File: src/rtl/stk_pkg.sv
package stk_pkg;

    typedef enum logic [2:0] {
        OP_RET       = 3'd0,
        OP_RETI      = 3'd1,
        OP_PUSH_PSW  = 3'd2,
        OP_PUSH_PAIR = 3'd3,
        OP_POP_PSW   = 3'd4,
        OP_POP_PAIR  = 3'd5,
        OP_SP_LOAD   = 3'd6,
        OP_SP_READ   = 3'd7
    } stk_op_e;

    localparam int CNT_W = 4;

    typedef struct packed {
        logic [CNT_W-1:0] len;   // total clock budget
        logic [1:0]       n_rd;  // bytes read upward from SP
        logic [1:0]       n_wr;  // bytes written downward from SP-1
    } op_attr_t;

endpackage

File: src/rtl/stk_decode.sv
module stk_decode
    import stk_pkg::*;
(
    input  stk_op_e  op_i,
    output op_attr_t attr_o
);

    always_comb begin
        attr_o = '0;
        unique case (op_i)
            OP_RET:       attr_o = '{len: 4'd6, n_rd: 2'd2, n_wr: 2'd0};
            OP_RETI:      attr_o = '{len: 4'd8, n_rd: 2'd3, n_wr: 2'd0};
            OP_PUSH_PSW:  attr_o = '{len: 4'd2, n_rd: 2'd0, n_wr: 2'd1};
            OP_PUSH_PAIR: attr_o = '{len: 4'd4, n_rd: 2'd0, n_wr: 2'd2};
            OP_POP_PSW:   attr_o = '{len: 4'd4, n_rd: 2'd1, n_wr: 2'd0};
            OP_POP_PAIR:  attr_o = '{len: 4'd6, n_rd: 2'd2, n_wr: 2'd0};
            OP_SP_LOAD:   attr_o = '{len: 4'd8, n_rd: 2'd0, n_wr: 2'd0};
            OP_SP_READ:   attr_o = '{len: 4'd6, n_rd: 2'd0, n_wr: 2'd0};
            default:      attr_o = '{len: 4'd2, n_rd: 2'd0, n_wr: 2'd0};
        endcase
    end

    // every budget must leave room for the accesses it schedules
    always_comb begin
        a_r2_budget_fits: assert ({2'b00, attr_o.n_rd} + 4'd2 <= attr_o.len
                                  && {2'b00, attr_o.n_wr} + 4'd1 <= attr_o.len);
    end

endmodule

File: src/rtl/stk_addr_gen.sv
module stk_addr_gen
    import stk_pkg::*;
#(
    parameter int AW = 16,
    parameter int DW = 8
) (
    input  logic             active_i,
    input  logic [CNT_W-1:0] cnt_i,
    input  op_attr_t         attr_i,
    input  logic [AW-1:0]    sp_i,
    input  logic [DW-1:0]    psw_i,
    input  logic [2*DW-1:0]  pair_i,
    output logic [AW-1:0]    addr_o,
    output logic [DW-1:0]    wdata_o,
    output logic             we_o,
    output logic             cap_en_o,
    output logic [1:0]       cap_idx_o
);

    localparam logic [CNT_W-1:0] ONE = CNT_W'(1);

    logic [CNT_W-1:0] rd_last;
    logic [CNT_W-1:0] wr_last;

    always_comb begin
        rd_last   = CNT_W'(attr_i.n_rd);
        wr_last   = CNT_W'(attr_i.n_wr);
        addr_o    = sp_i;
        wdata_o   = '0;
        we_o      = 1'b0;
        cap_en_o  = 1'b0;
        cap_idx_o = '0;
        if (active_i) begin
            if (cnt_i >= ONE && cnt_i <= wr_last) begin
                // downward writes: SP-1 first, then SP-2 (wraps mod 2^AW)
                we_o    = 1'b1;
                addr_o  = sp_i - AW'(cnt_i);
                if (attr_i.n_wr == 2'd1)
                    wdata_o = psw_i;
                else if (cnt_i == ONE)
                    wdata_o = pair_i[2*DW-1:DW];
                else
                    wdata_o = pair_i[DW-1:0];
            end else if (cnt_i >= ONE && cnt_i <= rd_last) begin
                // upward reads: SP, SP+1, SP+2
                addr_o = sp_i + AW'(cnt_i - ONE);
            end
            // byte for the address of cycle k is captured in cycle k+1
            if (cnt_i >= CNT_W'(2) && cnt_i <= rd_last + ONE) begin
                cap_en_o  = 1'b1;
                cap_idx_o = 2'(cnt_i - CNT_W'(2));
            end
        end
    end

endmodule

File: src/rtl/stk_rdbuf.sv
module stk_rdbuf #(
    parameter int DW = 8,
    parameter int NB = 3
) (
    input  logic             clk,
    input  logic             rst_n,
    input  logic             cap_en_i,
    input  logic [1:0]       cap_idx_i,
    input  logic [DW-1:0]    data_i,
    output logic [NB*DW-1:0] bytes_o
);

    for (genvar g = 0; g < NB; g++) begin : g_byte
        logic [DW-1:0] byte_d, byte_q;

        always_comb begin
            byte_d = byte_q;
            if (cap_en_i && cap_idx_i == 2'(g))
                byte_d = data_i;
        end

        always_ff @(posedge clk or negedge rst_n) begin
            if (!rst_n) byte_q <= '0;
            else        byte_q <= byte_d;
        end

        assign bytes_o[g*DW +: DW] = byte_q;
    end

    // capture slots never exceed the frame size
    a_r11_cap_in_range: assert property (@(posedge clk) disable iff (!rst_n)
        cap_en_i |-> (32'(cap_idx_i) < NB));

endmodule

File: src/rtl/stk_seq.sv
module stk_seq
    import stk_pkg::*;
#(
    parameter int AW = 16,
    parameter int DW = 8
) (
    input  logic          clk,
    input  logic          rst_n,
    input  logic          start_i,
    input  logic [2:0]    op_i,
    input  logic [2*DW-1:0] pair_i,
    input  logic          nmi_take_i,
    output logic [AW-1:0] mem_addr_o,
    output logic [DW-1:0] mem_wdata_o,
    output logic          mem_we_o,
    input  logic [DW-1:0] mem_rdata_i,
    output logic [AW-1:0] pc_o,
    output logic [DW-1:0] psw_o,
    output logic [AW-1:0] sp_o,
    output logic [2*DW-1:0] pair_o,
    output logic          pair_wr_o,
    output logic          nmi_srv_o,
    output logic          busy_o,
    output logic          done_o
);

    localparam int PW = 2 * DW;
    localparam int NB = 3;

    typedef struct packed {
        logic             busy;
        logic [CNT_W-1:0] cnt;
        stk_op_e          op;
        logic [PW-1:0]    pair_in;
        logic [AW-1:0]    pc;
        logic [DW-1:0]    psw;
        logic [AW-1:0]    sp;
        logic [PW-1:0]    pair_out;
        logic             pair_wr;
        logic             done;
        logic             nmi;
    } st_t;

    st_t st_d, st_q;

    op_attr_t         attr;
    logic             cap_en;
    logic [1:0]       cap_idx;
    logic [NB*DW-1:0] rbytes;
    logic [DW-1:0]    b0, b1, b2;

    stk_decode u_dec (
        .op_i   (st_q.op),
        .attr_o (attr)
    );

    stk_addr_gen #(.AW(AW), .DW(DW)) u_agen (
        .active_i  (st_q.busy),
        .cnt_i     (st_q.cnt),
        .attr_i    (attr),
        .sp_i      (st_q.sp),
        .psw_i     (st_q.psw),
        .pair_i    (st_q.pair_in),
        .addr_o    (mem_addr_o),
        .wdata_o   (mem_wdata_o),
        .we_o      (mem_we_o),
        .cap_en_o  (cap_en),
        .cap_idx_o (cap_idx)
    );

    stk_rdbuf #(.DW(DW), .NB(NB)) u_rbuf (
        .clk       (clk),
        .rst_n     (rst_n),
        .cap_en_i  (cap_en),
        .cap_idx_i (cap_idx),
        .data_i    (mem_rdata_i),
        .bytes_o   (rbytes)
    );

    assign b0 = rbytes[0*DW +: DW];
    assign b1 = rbytes[1*DW +: DW];
    assign b2 = rbytes[2*DW +: DW];

    always_comb begin
        st_d         = st_q;
        st_d.done    = 1'b0;
        st_d.pair_wr = 1'b0;
        if (!st_q.busy) begin
            if (start_i) begin
                st_d.busy    = 1'b1;
                st_d.cnt     = CNT_W'(1);
                st_d.op      = stk_op_e'(op_i);
                st_d.pair_in = pair_i;
            end
        end else if (st_q.cnt == attr.len - CNT_W'(1)) begin
            st_d.busy = 1'b0;
            st_d.cnt  = '0;
            st_d.done = 1'b1;
            unique case (st_q.op)
                OP_RET: begin
                    st_d.pc = {b1, b0};
                    st_d.sp = st_q.sp + AW'(2);
                end
                OP_RETI: begin
                    st_d.pc  = {b1, b0};
                    st_d.psw = b2;
                    st_d.sp  = st_q.sp + AW'(3);
                    st_d.nmi = 1'b0;
                end
                OP_PUSH_PSW:  st_d.sp = st_q.sp - AW'(1);
                OP_PUSH_PAIR: st_d.sp = st_q.sp - AW'(2);
                OP_POP_PSW: begin
                    st_d.psw = b0;
                    st_d.sp  = st_q.sp + AW'(1);
                end
                OP_POP_PAIR: begin
                    st_d.pair_out = {b1, b0};
                    st_d.pair_wr  = 1'b1;
                    st_d.sp       = st_q.sp + AW'(2);
                end
                OP_SP_LOAD: st_d.sp = AW'(st_q.pair_in);
                OP_SP_READ: begin
                    st_d.pair_out = PW'(st_q.sp);
                    st_d.pair_wr  = 1'b1;
                end
                default: ;
            endcase
        end else begin
            st_d.cnt = st_q.cnt + CNT_W'(1);
        end
        // a fresh interrupt acceptance wins over a clearing return
        if (nmi_take_i)
            st_d.nmi = 1'b1;
    end

    always_ff @(posedge clk or negedge rst_n) begin
        if (!rst_n) st_q <= '0;
        else        st_q <= st_d;
    end

    assign pc_o      = st_q.pc;
    assign psw_o     = st_q.psw;
    assign sp_o      = st_q.sp;
    assign pair_o    = st_q.pair_out;
    assign pair_wr_o = st_q.pair_wr;
    assign nmi_srv_o = st_q.nmi;
    assign busy_o    = st_q.busy;
    assign done_o    = st_q.done;

    // completion strobe lasts one cycle
    a_r10_done_pulse: assert property (@(posedge clk) disable iff (!rst_n)
        done_o |=> !done_o);

    // a start during an operation leaves the latched opcode alone
    a_r10_start_ignored: assert property (@(posedge clk) disable iff (!rst_n)
        (busy_o && start_i) |=> $stable(st_q.op));

    // the stack pointer moves only at a completion
    a_r9_sp_moves_at_done: assert property (@(posedge clk) disable iff (!rst_n)
        !$stable(sp_o) |-> done_o);

    // the in-service flag drops only when a return completes
    a_r3_nmi_clear_at_done: assert property (@(posedge clk) disable iff (!rst_n)
        $fell(nmi_srv_o) |-> done_o);

    // memory is written only inside an operation
    a_r5_write_in_op: assert property (@(posedge clk) disable iff (!rst_n)
        mem_we_o |-> busy_o);

    // register-pair strobe coincides with completion
    a_r7_pair_wr_with_done: assert property (@(posedge clk) disable iff (!rst_n)
        pair_wr_o |-> done_o);

endmodule

File: config.mk
export PLATFORM = sky130hd
export DESIGN_NAME = stk_seq
export DESIGN_NICKNAME = d
export VERILOG_FILES = /design/src/rtl/stk_pkg.sv /design/src/rtl/stk_decode.sv /design/src/rtl/stk_addr_gen.sv /design/src/rtl/stk_rdbuf.sv /design/src/rtl/stk_seq.sv
export SDC_FILE = /design/constraint.sdc
export NUM_CORES = 1
export LEC_CHECK = 0
export BUFFER_PORTS_ARGS = -buffer_cell sky130_fd_sc_hd__clkbuf_2
export CAP_MARGIN = 10
export CORE_MARGIN = 2
export CORE_UTILIZATION = 50
export DETAILED_ROUTE_END_ITERATION = 16
export GPL_ROUTABILITY_DRIVEN = 1
export PLACE_DENSITY_LB_ADDON = 0.08
export SLEW_MARGIN = 30
export SYNTH_ARGS = -nofsm -noshare
export SYNTH_HDL_FRONTEND = slang
export SYNTH_SLANG_ARGS = --single-unit
File: constraint.sdc
create_clock -name clk -period 6.8 [get_ports clk]
set_input_delay 0.68 -clock clk [delete_from_list [all_inputs] [get_ports clk]]
set_output_delay 0.68 -clock clk [all_outputs]
set_load 0.005 [all_outputs]
==> impl_metrics.ini <==
[run_status]
status = finished, final reports clean

[cts]
cts_sinks = 107
htree_levels = 3
cts_buffers = 9
post_cts_buffers = 0
insertion_delay_ps = 370
clock_path_buffers = 2
cts_hold_buffers = 0
path_clk_slew_ps = 80
cts_tree = yes
post_cts_resized = 0
root_buffer = clkbuf_16

[setup_path]
worst-endpoint-required_ps = 6120
critical_path_class = reg2out
start_kind = register
cp_max_fo = 17
cp.arrival_ps = 4100
end_kind = output port

[yosys]
yosysTopAreaCell = dfrtp_1
ys_async_sr_fraction = 1.00
synth_area_um2 = 8810
ys_ff_latch = 107
yosysWarnings = 0
syn_inst = 1010
yosysSeqAreaShare = 0.304
synth_edf_count = 0
ys_top_cells_by_area = dfrtp_1 30%, ha_1 9.2%, mux2_2 8.1%
syn_nets = 1110
yosys.area.top_type_share = 0.304
ys.flop_type = dfrtp_1
synth_cell_types = 66
synth.avg_cell_area_um2 = 8.72

[placement]
portBuffers = 115
dp_hpwl_um = 19300
place_congestion = 0.935

[timing]
min_period_ps = 4780
maxSlewViolCount = 0
rsz0062_at_grt = no
skew_ps = 9.34
timing.final.crit_share = 0.702
worst_pin_slew_ps = 988
fmax_mhz = 209
hold_violations = 0
setup_violations = 0
fin_hold_ws_ps = 268
slew_headroom = 0.335
fin_tns_setup_ps = 0

[finish]
drive_gt1_frac = 0.209
layout_commonest_cell = clkbuf_2
layout_common_cells = 114 x clkbuf_2, 107 x dfrtp_1, 91 x nand2_1, 69 x a21oi_1, 68 x o21ai_0
n_antenna_cell = 0
area_growth_pct = 7.43
nets = 1141

[die]
ioPinCount = 116
die_area_um2 = 18700
dieHeight_um = 137
core_um2 = 17200
die_w_um = 137
start_util = 0.511
core.rowCount = 48

[global_routing]
antenna_found_initial = 0
grt_max_degree = 75
grt_pass1_vias = 7093
overflow = 0
grt_pass1_wl_um = 39500
grtUsageTotal = 0.279

[worst_hold_path]
hold_class = in2async

[routing]
num_vias = 7839
wl_um = 25900
vias_per_cell = 6.17
drt_first_pass_iters = 6
drc = 0
wire_per_inst_um = 20.4
drtIter0Drc = 714
ant_nets = 0

[job]
cap_violations = 0
## Yosys cell counts (24+ instances only)
cell      instances
ha_1             65
o21ai_0          68
nand2_1          92
a21oi_1          69
dfrtp_1         107
mux2_2           63
a211oi_1         26
nor3_1           25
nand3_1          24
clkbuf_1         41
buf_4            56
inv_1            28
nor2_1           67
## flip-flops by register name, indices dropped and copies added, names as in the netlist, 8 cells and up
name	flops
pc_o	16
pair_o	16
st_q	23
psw_o	8
u_rbuf.g_byte.byte_q	24
sp_o	16
## worst max-delay path, stage by stage (launching register included)
cell,delay [ps]
dfrtp_1,430
inv_1,120
ha_1,340
and2_1,580
or2_2,230
inv_1,40
ha_1,270
nor2b_1,140
o21a_1,200
nor3_1,650
nand2_1,230
nor3_1,230
a211o_1,160
clkbuf_2,110
## metal layers
layer	wire [um]	part of all wire	track usage	up-vias
met5	0	0	0	-
met3	1810	0.070	0.0504	48
met4	769	0.030	0.101	0
met1	11800	0.45	0.398	3765
met2	11500	0.45	0.421	291
li1	-	-	-	3735
## kinds of logic (layout without fill, tap and decap cells)
family,count (synthesis),in the layout,share of synthesized area
flops,107,107,0.304
fa+ha+maj,69,69,0.101
buf+inv,133,169,0.0818
compound gates,290,290,0.211
xor+xnor,30,30,0.0298
simple gates,296,296,0.167
mux,85,85,0.106
## layout make-up
type                            instances  area, um2
Tap cell                              225        282
Fill cell                            1670       7780
Sequential cell                       107       2680
Clock inverter                          6       65.1
Clock buffer                           10        239
Multi-Input combinational cell        770       5440
Inverter                               29        109
Timing Repair Buffer                  124        649
## metrics by stage
step,cell area [um2],setup slack (ps),utilization,std cells
2_1_floorplan,8810,2640,-,1010
3_3_place_gp,9130,2620,0.530,1255
3_5_place_dp,9140,2520,0.530,1255
4_1_cts,9440,2090,0.548,1271
5_1_grt,9460,1680,0.549,1271
6_report,9460,2020,0.549,1271
## worst paths after layout
| kind | slack, ps | to | startpoint | cells after the start |
|---|---|---|---|---|
| max | 2020 | mem_addr_o[10] | st_q[76]$_DFFE_PN0P_ | 13 |
| min | 270 | pair_wr_o$_DFF_PN0_ | rst_n | 1 |
| max reg2reg | 2610 | u_rbuf.g_byte[2].byte_q[7]$_DFFE_PN0P_ | st_q[75]$_DFFE_PN0P_ | 13 |
| min reg2reg | 480 | pair_o[12]$_DFFE_PN0P_ | pair_o[12]$_DFFE_PN0P_ | 2 |
| max in group asynchronous | 5510 | pc_o[14]$_DFFE_PN0P_ | rst_n | 2 |
| min in group clk | 480 | pair_o[12]$_DFFE_PN0P_ | pair_o[12]$_DFFE_PN0P_ | 2 |
Power is left out: the tool's default activity adds up to more than one toggle a clock period on the data nets, which glitch-free logic cannot reach.
